File: src/rtl/pkr_pkg.sv
package pkr_pkg;
  localparam int COEF_W = 12;
  localparam int BYTES_PER_PAIR = 3;

  typedef enum logic [1:0] {
    ST_IDLE  = 2'd0,
    ST_RUN   = 2'd1,
    ST_FLUSH = 2'd2,
    ST_DONE  = 2'd3
  } pkr_state_e;

  typedef logic [1:0] pkr_phase_t;
endpackage

File: src/rtl/pkr_seq.sv
module pkr_seq import pkr_pkg::*; #(
  parameter int PAIRS    = 128,
  parameter int MAX_POLY = 4,
  localparam int PAIR_W  = $clog2(PAIRS),
  localparam int POLY_W  = $clog2(MAX_POLY + 1)
) (
  input  logic              clk,
  input  logic              rst,
  input  logic              start,
  input  logic              src_sel,
  input  logic [POLY_W-1:0] poly_count,
  output logic              run_o,
  output pkr_phase_t        ph_o,
  output logic [PAIR_W-1:0] pair_o,
  output logic [POLY_W-1:0] poly_o,
  output logic              sel_o,
  output logic              busy_o,
  output logic              done_o
);
  pkr_state_e        state_q;
  logic [POLY_W-1:0] cnt_q;
  logic              sel_q;
  logic              last_pair;
  logic              last_poly;
  logic              accept;

  assign last_pair = (pair_o == PAIR_W'(PAIRS - 1));
  assign last_poly = (poly_o == cnt_q - 1'b1);
  assign accept    = start && (state_q == ST_IDLE || state_q == ST_DONE);

  always_ff @(posedge clk) begin
    if (rst) begin
      state_q <= ST_IDLE;
      cnt_q   <= '0;
      sel_q   <= 1'b0;
      ph_o    <= 2'd0;
      pair_o  <= '0;
      poly_o  <= '0;
    end else begin
      unique case (state_q)
        ST_IDLE, ST_DONE: begin
          if (accept) begin
            cnt_q   <= (poly_count > POLY_W'(MAX_POLY)) ? POLY_W'(MAX_POLY) : poly_count;
            sel_q   <= src_sel;
            ph_o    <= 2'd0;
            pair_o  <= '0;
            poly_o  <= '0;
            state_q <= (poly_count == '0) ? ST_DONE : ST_RUN;
          end
        end
        ST_RUN: begin
          ph_o <= ph_o + 2'd1;
          if (ph_o == 2'd3) begin
            if (last_pair) begin
              pair_o <= '0;
              if (last_poly) state_q <= ST_FLUSH;
              else           poly_o  <= poly_o + 1'b1;
            end else begin
              pair_o <= pair_o + 1'b1;
            end
          end
        end
        ST_FLUSH: state_q <= ST_DONE;
        default:  state_q <= ST_IDLE;
      endcase
    end
  end

  assign run_o  = (state_q == ST_RUN);
  assign busy_o = (state_q == ST_RUN) || (state_q == ST_FLUSH);
  assign done_o = (state_q == ST_DONE);
  assign sel_o  = sel_q;

  AST_ZERO_COUNT: assert property (@(posedge clk) disable iff (rst)
    (!busy_o && start && poly_count == '0) |=> (done_o && !busy_o));
  AST_BUSY_AFTER_START: assert property (@(posedge clk) disable iff (rst)
    (!busy_o && start && poly_count != '0) |=> busy_o);
  AST_SEL_HELD: assert property (@(posedge clk) disable iff (rst)
    (busy_o && start) |=> $stable(sel_q));
  AST_CLAMP: assert property (@(posedge clk) disable iff (rst)
    run_o |-> (poly_o < POLY_W'(MAX_POLY)));
endmodule

File: src/rtl/pkr_rdport.sv
module pkr_rdport import pkr_pkg::*; #(
  parameter int PAIRS    = 128,
  parameter int MAX_POLY = 4,
  localparam int PAIR_W  = $clog2(PAIRS),
  localparam int POLY_W  = $clog2(MAX_POLY + 1),
  localparam int RD_AW   = $clog2(MAX_POLY * PAIRS * 2)
) (
  input  logic              run,
  input  pkr_phase_t        ph,
  input  logic [PAIR_W-1:0] pair,
  input  logic [POLY_W-1:0] poly,
  input  logic              sel,
  input  logic [COEF_W-1:0] rd_data_a,
  input  logic [COEF_W-1:0] rd_data_b,
  output logic [RD_AW-1:0]  rd_addr,
  output logic              rd_en_a,
  output logic              rd_en_b,
  output logic [COEF_W-1:0] coef
);
  localparam int COEFS_POLY = PAIRS * 2;

  logic fetch;
  logic half;

  assign fetch = run && (ph == 2'd0 || ph == 2'd1);
  assign half  = (ph == 2'd1);

  assign rd_addr = RD_AW'(poly) * RD_AW'(COEFS_POLY)
                 + RD_AW'(pair) * RD_AW'(2) + RD_AW'(half);

  assign rd_en_a = fetch && !sel;
  assign rd_en_b = fetch &&  sel;
  assign coef    = sel ? rd_data_b : rd_data_a;
endmodule

File: src/rtl/pkr_pack.sv
module pkr_pack import pkr_pkg::*; #(
  parameter int PAIRS    = 128,
  parameter int MAX_POLY = 4,
  localparam int PAIR_W  = $clog2(PAIRS),
  localparam int POLY_W  = $clog2(MAX_POLY + 1),
  localparam int OFF_W   = $clog2(MAX_POLY * PAIRS * BYTES_PER_PAIR)
) (
  input  logic              clk,
  input  logic              rst,
  input  logic              run,
  input  pkr_phase_t        ph,
  input  logic [PAIR_W-1:0] pair,
  input  logic [POLY_W-1:0] poly,
  input  logic [COEF_W-1:0] coef,
  output logic              wr_en,
  output logic [OFF_W-1:0]  wr_off,
  output logic [7:0]        wr_byte
);
  localparam int BYTES_POLY = PAIRS * BYTES_PER_PAIR;

  logic [3:0]       c0_hi_q;
  logic [7:0]       c1_hi_q;
  logic [7:0]       byte_d;
  logic [OFF_W-1:0] off_d;
  logic             emit;

  assign emit = run && (ph != 2'd0);

  always_comb begin
    unique case (ph)
      2'd1:    byte_d = coef[7:0];
      2'd2:    byte_d = {coef[3:0], c0_hi_q};
      default: byte_d = c1_hi_q;
    endcase
  end

  assign off_d = OFF_W'(poly) * OFF_W'(BYTES_POLY)
               + OFF_W'(pair) * OFF_W'(BYTES_PER_PAIR)
               + OFF_W'(ph - 2'd1);

  always_ff @(posedge clk) begin
    if (rst) begin
      c0_hi_q <= '0;
      c1_hi_q <= '0;
      wr_en   <= 1'b0;
      wr_off  <= '0;
      wr_byte <= '0;
    end else begin
      if (run && ph == 2'd1) c0_hi_q <= coef[11:8];
      if (run && ph == 2'd2) c1_hi_q <= coef[11:4];
      wr_en <= emit;
      if (emit) begin
        wr_off  <= off_d;
        wr_byte <= byte_d;
      end
    end
  end

  AST_OFF_STEP: assert property (@(posedge clk) disable iff (rst)
    (wr_en && $past(wr_en)) |-> (wr_off == $past(wr_off) + 1'b1));
  AST_BURST_END: assert property (@(posedge clk) disable iff (rst)
    $fell(wr_en) |-> ($past(wr_off) % BYTES_PER_PAIR == 2));
  AST_FETCH_SILENT: assert property (@(posedge clk) disable iff (rst)
    (run && ph == 2'd0) |=> !wr_en);
endmodule

File: src/rtl/coef12_packer.sv
module coef12_packer import pkr_pkg::*; #(
  parameter int PAIRS    = 128,
  parameter int MAX_POLY = 4,
  localparam int PAIR_W  = $clog2(PAIRS),
  localparam int POLY_W  = $clog2(MAX_POLY + 1),
  localparam int RD_AW   = $clog2(MAX_POLY * PAIRS * 2),
  localparam int OFF_W   = $clog2(MAX_POLY * PAIRS * BYTES_PER_PAIR)
) (
  input  logic              clk,
  input  logic              rst,
  input  logic              start,
  input  logic              src_sel,
  input  logic [POLY_W-1:0] poly_count,
  output logic [RD_AW-1:0]  rd_addr,
  output logic              rd_en_a,
  output logic              rd_en_b,
  input  logic [11:0]       rd_data_a,
  input  logic [11:0]       rd_data_b,
  output logic              wr_en,
  output logic [OFF_W-1:0]  wr_off,
  output logic [7:0]        wr_byte,
  output logic              busy,
  output logic              done
);
  logic              run;
  pkr_phase_t        ph;
  logic [PAIR_W-1:0] pair;
  logic [POLY_W-1:0] poly;
  logic              sel;
  logic [COEF_W-1:0] coef;

  pkr_seq #(.PAIRS(PAIRS), .MAX_POLY(MAX_POLY)) u_seq (
    .clk(clk), .rst(rst), .start(start), .src_sel(src_sel),
    .poly_count(poly_count), .run_o(run), .ph_o(ph), .pair_o(pair),
    .poly_o(poly), .sel_o(sel), .busy_o(busy), .done_o(done)
  );

  pkr_rdport #(.PAIRS(PAIRS), .MAX_POLY(MAX_POLY)) u_rdport (
    .run(run), .ph(ph), .pair(pair), .poly(poly), .sel(sel),
    .rd_data_a(rd_data_a), .rd_data_b(rd_data_b), .rd_addr(rd_addr),
    .rd_en_a(rd_en_a), .rd_en_b(rd_en_b), .coef(coef)
  );

  pkr_pack #(.PAIRS(PAIRS), .MAX_POLY(MAX_POLY)) u_pack (
    .clk(clk), .rst(rst), .run(run), .ph(ph), .pair(pair), .poly(poly),
    .coef(coef), .wr_en(wr_en), .wr_off(wr_off), .wr_byte(wr_byte)
  );

  AST_RD_EXCL: assert property (@(posedge clk) disable iff (rst)
    !(rd_en_a && rd_en_b));
  AST_DONE_QUIET: assert property (@(posedge clk) disable iff (rst)
    done |-> (!rd_en_a && !rd_en_b && !wr_en && !busy));
  AST_RESET_CLEAR: assert property (@(posedge clk)
    $past(rst) |-> (!wr_en && !busy && !done));
endmodule

File: config.mk
export PLATFORM = sky130hd
export DESIGN_NAME = coef12_packer
export DESIGN_NICKNAME = d
export VERILOG_FILES = /design/src/rtl/pkr_pkg.sv /design/src/rtl/pkr_seq.sv /design/src/rtl/pkr_rdport.sv /design/src/rtl/pkr_pack.sv /design/src/rtl/coef12_packer.sv
export SDC_FILE = /design/constraint.sdc
export NUM_CORES = 1
export LEC_CHECK = 0
export BUFFER_PORTS_ARGS = -buffer_cell sky130_fd_sc_hd__buf_2
export CORE_MARGIN = 2
export CORE_UTILIZATION = 40
export CTS_BUF_LIST = sky130_fd_sc_hd__clkbuf_8
export CTS_CLUSTER_DIAMETER = 100
export DETAILED_ROUTE_END_ITERATION = 10
export PLACE_DENSITY = 0.69
export RECOVER_POWER = 100
export SYNTH_ARGS = -nofsm -noshare
export SYNTH_HDL_FRONTEND = slang
export SYNTH_SLANG_ARGS = --single-unit
File: constraint.sdc
create_clock -name clk -period 7.4 [get_ports clk]
set_input_delay 0.74 -clock clk [delete_from_list [all_inputs] [get_ports clk]]
set_output_delay 0.74 -clock clk [all_outputs]
set_load 0.005 [all_outputs]
==> summary.md, run 1 <==
| Metric | Value |
|---|---|
| Pint | 556.0 uW |
| Met1 Track Usage GR | between 20% and 30% |
| Clock Sinks | 50 |
| Gpl congestion | 0.8327 |
| Global Route met2 Usage | between 20% and 30% |
| Unrepaired setup endpoints after global routing | no |
| Layout area overhead | 13.98% |
| Via/cell ratio | 5.160 |
| Synth Flop Type | dfxtp_1 |
| Initial antenna violation count | 0 |
| Largest family of logic cells by synthesized area | simple AND/OR/NAND/NOR gates |
| First-pass GRT wire length | 11.51 mm |
| Largest cells by area after synthesis | dfxtp_1, ha_1, nor2_1 |
| Post-synthesis cell type count | 49 |
| Max Cap Viol | 0 |
| Iteration-0 DRC Markers | between 60 and 70 |
| Hold WC Path Type | register to register |
| # diodes | 0 |
| Die X | about 92 um |
| Top-Level Pins | 65 |
| Core area | ~7600 um2 |
| DR vias | 2642 |
| Area fraction of the dominant cell type after synthesis | between 30 and 40% |
| Post-synth net total | 430 |
| Clock-pin slew on the worst setup and hold paths | 0.09 ns |
| Yosys top cell by area | dfxtp_1 |
| Largest net degree at the start of global routing | 46 |
| Port-buffer cells | 64 |
| First drt pass iteration count | 4 |
| Synth Area in Compound Gates | 16.81% |
| Row count | 32 |
| Worst Setup Start Kind | register |
| CP Data Arrival Time | 3.57 ns |
| Leakage power | about 0.0015 uW |
| Post-synth EDFFs | 0 |
| HP Start | u_pack.wr_off[4]$_SDFFE_PP0P_ |
| Mapped cell area | a little over 3000 um2 |
| Power per standard cell area | 254.9 nW/um2 |
| Setup ws final | 4.044 ns |
| Sequential power share | 35.4% |
| Least-Margin Pin Slew | 0.9347 ns |
| Crit path capture type | register |
| Synth Area per Inst | 8.554 um2 |
| Grt total ovfl | 0 |
| RR Startpoint | u_seq.ph_o[0]$_SDFFE_PP0P_ |
| Placed Area | 3436 um2 |
| Layout Skew | between 0.009 and 0.01 ns |
| Final ANT Viol Nets | 0 |
| Outcome | complete, no violations |
| Post-layout min period | between 3 and 4 ns |
| Synth cell count leaders | dfxtp_1, nor2_1, nand2_1 |
| Starting Density | 40.71% |
| Vias in the first global route | 2496 |
| Post-DP HPWL | 5.260 mm |
| GRT Util Overall | roughly 17% |
| Synth Area in Simple Gates | 19.11% |
| Post-Route WL | roughly 7 mm |
| Final cell count without fillers | around 510 |
| DP Worst Slack | 4.038 ns |
| Met3 GRT Util | 2.876% |
| Count of pins over their slew limit | 0 |
| Synth warn | 0 |
| Final hold violation count | 0 |
| FFs w/ async S/R, synth | 0% |
| Die H | 91.99 um |
| Root buf cell | clkbuf_8 |
| Clock buffer count from CTS | 5 |
| H-tree Lvls | 2 |
| Busiest grt layer | met2 |
| Final Util | approximately 46% |
| Post-CTS setup buffers | 0 |
| Most frequent cell after synthesis | dfxtp_1 |
| Multiplexer area fraction after synthesis | 5.051% |
| Post-CTS sizing | 0 |
| Post-Synth XOR/XNOR Area | 5.576% |
| Comb pwr share | 42.8% |
| Clk pwr share | 21.8% |
| Slew headroom | 37.69% |
| Final period util | 45.36% |
| Fin nets | 477 |
| Seq/Total Area, Yosys | 32.32% |
| WS Path Type | register to register |
| Gate count of the mapped netlist | about 360 |
| Die Area | 8461 um2 |
| Hold buffers post-CTS | 0 |
| Worst skew pair latency | 0.31 ns |
| Synth Register Bits | 50 |
| Placed Cells | 504 |
| Sw Ratio | around two fifths |
| Wirelength per Cell | 13.46 um |
| Highest clock rate | 297.9 MHz |
| Required time of the critical path | around 7.6 ns |
| Setup TNS | 0 ns |
| Bufs on Longest Clock Path | 2 |
| Crit path launch | u_seq.ph_o[0]$_SDFFE_PP0P_ |
| # DRC | 0 |
| Max FO, Critical Path | 14 |
| # setup viols final | 0 |
| Post-route cell area | 3530 um2 |
| VDD IR max | 135.3 uV |
| CTS tree | built |
| Share of cells above drive strength 1 | 16.34% |
| P_sw | 343.9 uW |
| Synth Area in Adders | roughly 16% |
power groups by stage:
stage / registers, uW / clock network (uW) / logic (uW)
floorplan: 314 / 0 / 307
detailed placement: 325 / 0 / 386
global placement: 324 / 0 / 377
CTS: 319 / 202 / 388
finish: 319 / 196 / 385
global route: 323 / 213 / 440
final timing paths:
| path | end | slack, ns | cells past startpoint |
|---|---|---|---|
| worst max-delay path | u_pack.wr_off[8]$_SDFFE_PP0P_ | 4.04 | 13 |
| worst min-delay path | u_pack.wr_off[4]$_SDFFE_PP0P_ | 0.45 | 2 |
| worst max register to register | u_pack.wr_off[8]$_SDFFE_PP0P_ | 4.04 | 13 |
| worst min register to register | u_pack.wr_off[4]$_SDFFE_PP0P_ | 0.45 | 2 |
through the flow:
step           hold WS, ns  power [uW]
2_1_floorplan       0.4483       621.4
3_3_place_gp        0.4399       700.8
3_5_place_dp        0.4397       711.0
4_1_cts             0.4531       909.6
5_1_grt             0.4773       975.6
6_report            0.4532       899.9
flip-flops by register name (all words and copies together) (netlist names):
name,flops
u_pack.wr_off,11
u_seq.pair_o,7
u_pack.wr_byte,8
u_pack.c1_hi_q,8
u_seq.cnt_q,3
u_pack.c0_hi_q,4
u_seq.ph_o,2
u_seq.sel_o,1
u_seq.poly_o,3
u_pack.wr_en,1
u_seq.state_q,2
worst max-delay path: stages, from the launching register on:
cell      delay, ns
dfxtp_1        0.39
inv_1          0.12
ha_1           0.52
inv_1          0.18
fa_1           0.40
ha_1           0.29
ha_1           0.19
inv_1          0.06
fa_1           0.37
nand2b_1       0.19
a21oi_1        0.18
nor2b_1        0.08
xnor2_1        0.12
a21o_1         0.17
placed cells by master (no fill, tap or decap), types with 4 or more instances in the layout:
cell type / n
buf_2: 50
dfxtp_1: 50
nor2_1: 43
nand2_1: 34
ha_1: 33
a21oi_1: 24
a211oi_1: 21
inv_1: 14
clkbuf_1: 13
xor2_1: 10
mux2i_1: 10
a21o_1: 9
o21ai_0: 9
nand3_1: 8
nor2b_1: 7
xnor2_1: 7
nand2b_1: 6
mux2_2: 5
or3_1: 5
a31oi_1: 5
clkbuf_8: 5
fa_1: 4
layout make-up:
| cell class | instances | area (um2) |
|---|---|---|
| Multi-Input combinational cell | 274 | 1931 |
| Clock buffer | 5 | 68.82 |
| Clock inverter | 3 | 45.04 |
| Tap cell | 102 | 127.6 |
| Fill cell | 789 | 4078 |
| Sequential cell | 50 | 1001 |
| Inverter | 14 | 52.55 |
| Timing Repair Buffer | 64 | 304.0 |
cell families (layout without fill, tap and decap cells):
kind of cell,Yosys count,in the layout
buf+inv,38,86
compound gates,80,80
simple gates,124,124
flops,50,50
fa+ha+maj,37,37
xor+xnor,18,18
mux,15,15
per-layer routing:
metal,wire length (um),up-vias
met4,140,0
met3,298,12
met5,0,-
li1,-,1360
met1,3354,1206
met2,3101,64
(Power assumes the default switching activity.)
==> inputs of run 2 (changes only) <==
ABC_AREA = 1   (was unset)
PLACE_DENSITY = 0.72   (was 0.69)
clock period = 2.8 ns   (was 7.4 ns; I/O delays follow)
==> run 2 against run 1 <==
- sequential power rose to 2.7 times the previous value
- die area is 4.1% higher
- cell area grew 4.8%
- register-to-register slack worse by 3.9 ns
- cell count rose by 18%
- synthesized cell count rose by 21%
- area after synthesis increased by 4.3%
- critical endpoint unchanged
- largest power group unchanged
==> summary.md, run 2 <==
| Metric | Value |
|---|---|
| Starting Density | 41.59% |
| Post-layout min period | 2.650 ns |
| Crit path cell chain | inv_2 -> ha_4 -> inv_1 -> fa_1 -> ha_1 -> ha_1 -> inv_1 -> fa_2 -> o21ai_4 -> nand2_1 -> nand3_1 -> nand2_1 -> o21ai_0 -> inv_1 |
| H-tree Lvls | 2 |
| Unrepaired setup endpoints after global routing | no |
| Port-buffer cells | 64 |
| Synth warn | 0 |
| FFs w/ async S/R, synth | 0% |
| Post-synth net total | 506 |
| Largest net degree at the start of global routing | 30 |
| Bufs on Longest Clock Path | 2 |
| Clock-pin slew on the worst setup and hold paths | 0.10 ns |
| Fin nets | between 500 and 600 |
| Hold WS | 0.2280 ns |
| Setup TNS | 0 ns |
| Vias in the first global route | 2708 |
| Buf/Inv on CP | 4 |
| Max reg flops | 11 |
| Largest family of logic cells by synthesized area | simple AND/OR/NAND/NOR gates |
| # diodes | 0 |
| Worst skew pair latency | 0.31 ns |
| VDD IR max | 301.8 uV |
| Grt total ovfl | 0 |
| Top-Level Pins | 65 |
| Row count | 32 |
| Post-CTS setup buffers | 0 |
| Yosys top cell by area | dfxtp_1 |
| CP Data Arrival Time | 2.86 ns |
| Post-Synth XOR/XNOR Area | 4.338% |
| Core area | 7767 um2 |
| Crit path launch | u_seq.ph_o[1]$_SDFFE_PP0P_ |
| Final cell count without fillers | 603 |
| First-pass GRT wire length | 12.55 mm |
| Largest cells by area after synthesis | dfxtp_1, ha_1, nand2_1 |
| Post-synthesis cell type count | 32 |
| Gpl congestion | ~0.85 |
| Most frequent CP cell | inv_1 |
| Top flop regs | u_pack.wr_off: 11 flops, u_pack.c1_hi_q: 8 flops, u_pack.wr_byte: 8 flops |
| Final ANT Viol Nets | 0 |
| Synth cell count leaders | nand2_1, dfxtp_1, inv_1, o21ai_0 |
| Die H | 93.87 um |
| Synth Flop Type | dfxtp_1 |
| Placed Cells | 595 |
| Leakage power | 0.001808 uW |
| Layout area overhead | 14.48% |
| CTS tree | built |
| Highest clock rate | 377.4 MHz |
| Least-Margin Pin Slew | 0.7313 ns |
| Most frequent cell after synthesis | nand2_1 |
| Critical path's top delay family | adder cells |
| Critical Path Max Stage Delay | 0.37 ns |
| Top reg by flops | u_pack.wr_off |
| Iteration-0 DRC Markers | 115 |
| Synth Area in Adders | 15.26% |
| Max FO, Critical Path | 3 |
| First drt pass iteration count | 4 |
| Synth Register Bits | 50 |
| Power per standard cell area | roughly 760 nW/um2 |
| Final period util | 94.64% |
| Hold WC Path Type | input pin to register |
| Die X | 93.87 um |
| # DRC | 0 |
| Clock buffer count from CTS | 5 |
| Root buf cell | clkbuf_8 |
| Slew headroom | 51.19% |
| Share of cells above drive strength 1 | 15.97% |
| Commonest non-fill, non-tap cell in the layout | nand2_1 |
| Max Cap Viol | 0 |
| Layout Skew | roughly 0.0072 ns |
| Die Area | 8812 um2 |
| WS Path Type | register to register |
| Post-DP HPWL | 5.833 mm |
| Most frequent cells in the layout | nand2_1, buf_2, dfxtp_1, inv_1, o21ai_0 |
| DR vias | ~2900 |
| Post-Route WL | 7.511 mm |
| Clock Sinks | 50 |
| Count of pins over their slew limit | 0 |
| Gate count of the mapped netlist | roughly 440 |
| # setup viols final | 0 |
| Worst Setup Start Kind | register |
| Synth Area in Compound Gates | 16.00% |
| GRT Util Overall | 17.52% |
| Via/cell ratio | roughly 4.9 |
| Seq/Total Area, Yosys | 30.98% |
| Outcome | complete, no violations |
| Crit path capture type | register |
| Wirelength per Cell | 12.46 um |
| Area fraction of the dominant cell type after synthesis | 30.98% |
| Synth Area in Simple Gates | between 20% and 30% |
| Multiplexer area fraction after synthesis | 1.239% |
| RR Startpoint | u_seq.ph_o[1]$_SDFFE_PP0P_ |
| Post-synth EDFFs | 0 |
| CP max-delay cell | fa_2 |
| Mapped cell area | 3231 um2 |
| HP Start | poly_count[0] |
| Required time of the critical path | 3.01 ns |
| Synth Area per Inst | 7.376 um2 |
| Final hold violation count | 0 |
| Initial antenna violation count | 0 |
| Fill cells | 820 |
==> run 2: final cells by class <==
| class | count | area [um2] | area share, % |
|---|---|---|---|
| Multi-Input combinational cell | 321 | 1929 | 52.17 |
| Sequential cell | 50 | 1002 | 27.10 |
| Timing Repair Buffer | 74 | 361.6 | 9.777 |
| Inverter | 48 | 180.2 | 4.871 |
| Tap cell | 102 | 127.6 | 3.451 |
| Clock buffer | 5 | 68.82 | 1.861 |
| Clock inverter | 3 | 28.78 | 0.7781 |
==> run 2: report_power, final <==
part | internal [uW] | total, uW | switching, uW
Sequential | 795 | 877 | 81.4
Combinational | 565 | 1480 | 917
Clock | 188 | 459 | 271
Total | 1550 | 2820 | 1270
==> run 2: worst paths after layout <==
check                                                       to  slack, ns  depth (start not counted)
worst max-delay path             u_pack.wr_off[8]$_SDFFE_PP0P_       0.15                         14
worst max register to register   u_pack.wr_off[8]$_SDFFE_PP0P_       0.15                         14
worst min register to register  u_pack.wr_byte[7]$_SDFFE_PP0P_       0.49                          2
worst min-delay path               u_seq.cnt_q[0]$_SDFFE_PP0P_       0.23                          3
==> run 2: worst min-delay path, delay by kind of cell <==
kind | cells | cell delay (ns)
compound gates | 1 | 0.06
buf+inv | 1 | 0.09
simple gates | 1 | 0.07
==> run 2: through the flow <==
step	utilization (%)	power (uW)	setup slack (ns)	area [um2]
2_1_floorplan	-	2052	0.04191	3241
3_3_place_gp	46.71	2377	0.1537	3628
3_5_place_dp	46.71	2418	0.04601	3628
4_1_cts	47.97	2883	0.04607	3726
5_1_grt	47.62	3094	0.01816	3699
6_report	47.62	2818	0.1502	3699
==> run 2: cell families (layout without fill, tap and decap cells) <==
family / count (synthesis) / count (layout)
flip-flops: 50 / 50
adder cells (fa/ha/maj): 37 / 37
buffers and inverters: 67 / 130
AND/OR/NAND/NOR: 167 / 167
AO/OA/AOI/OAI: 97 / 97
multiplexers: 4 / 4
XOR/XNOR: 16 / 16
==> run 2: timing repair <==
action	in CTS	in global routing
endpoints found under the setup margin	0	3
hold buffers	0	0
gates resized for setup	0	7
==> run 2: per-layer routing <==
layer	vias up	wire [um]	global-route usage, %
met5	-	0	0
met2	59	3411	27.44
met4	0	71	4.710
met1	1326	3692	24.91
li1	1547	-	-
met3	6	336	2.889
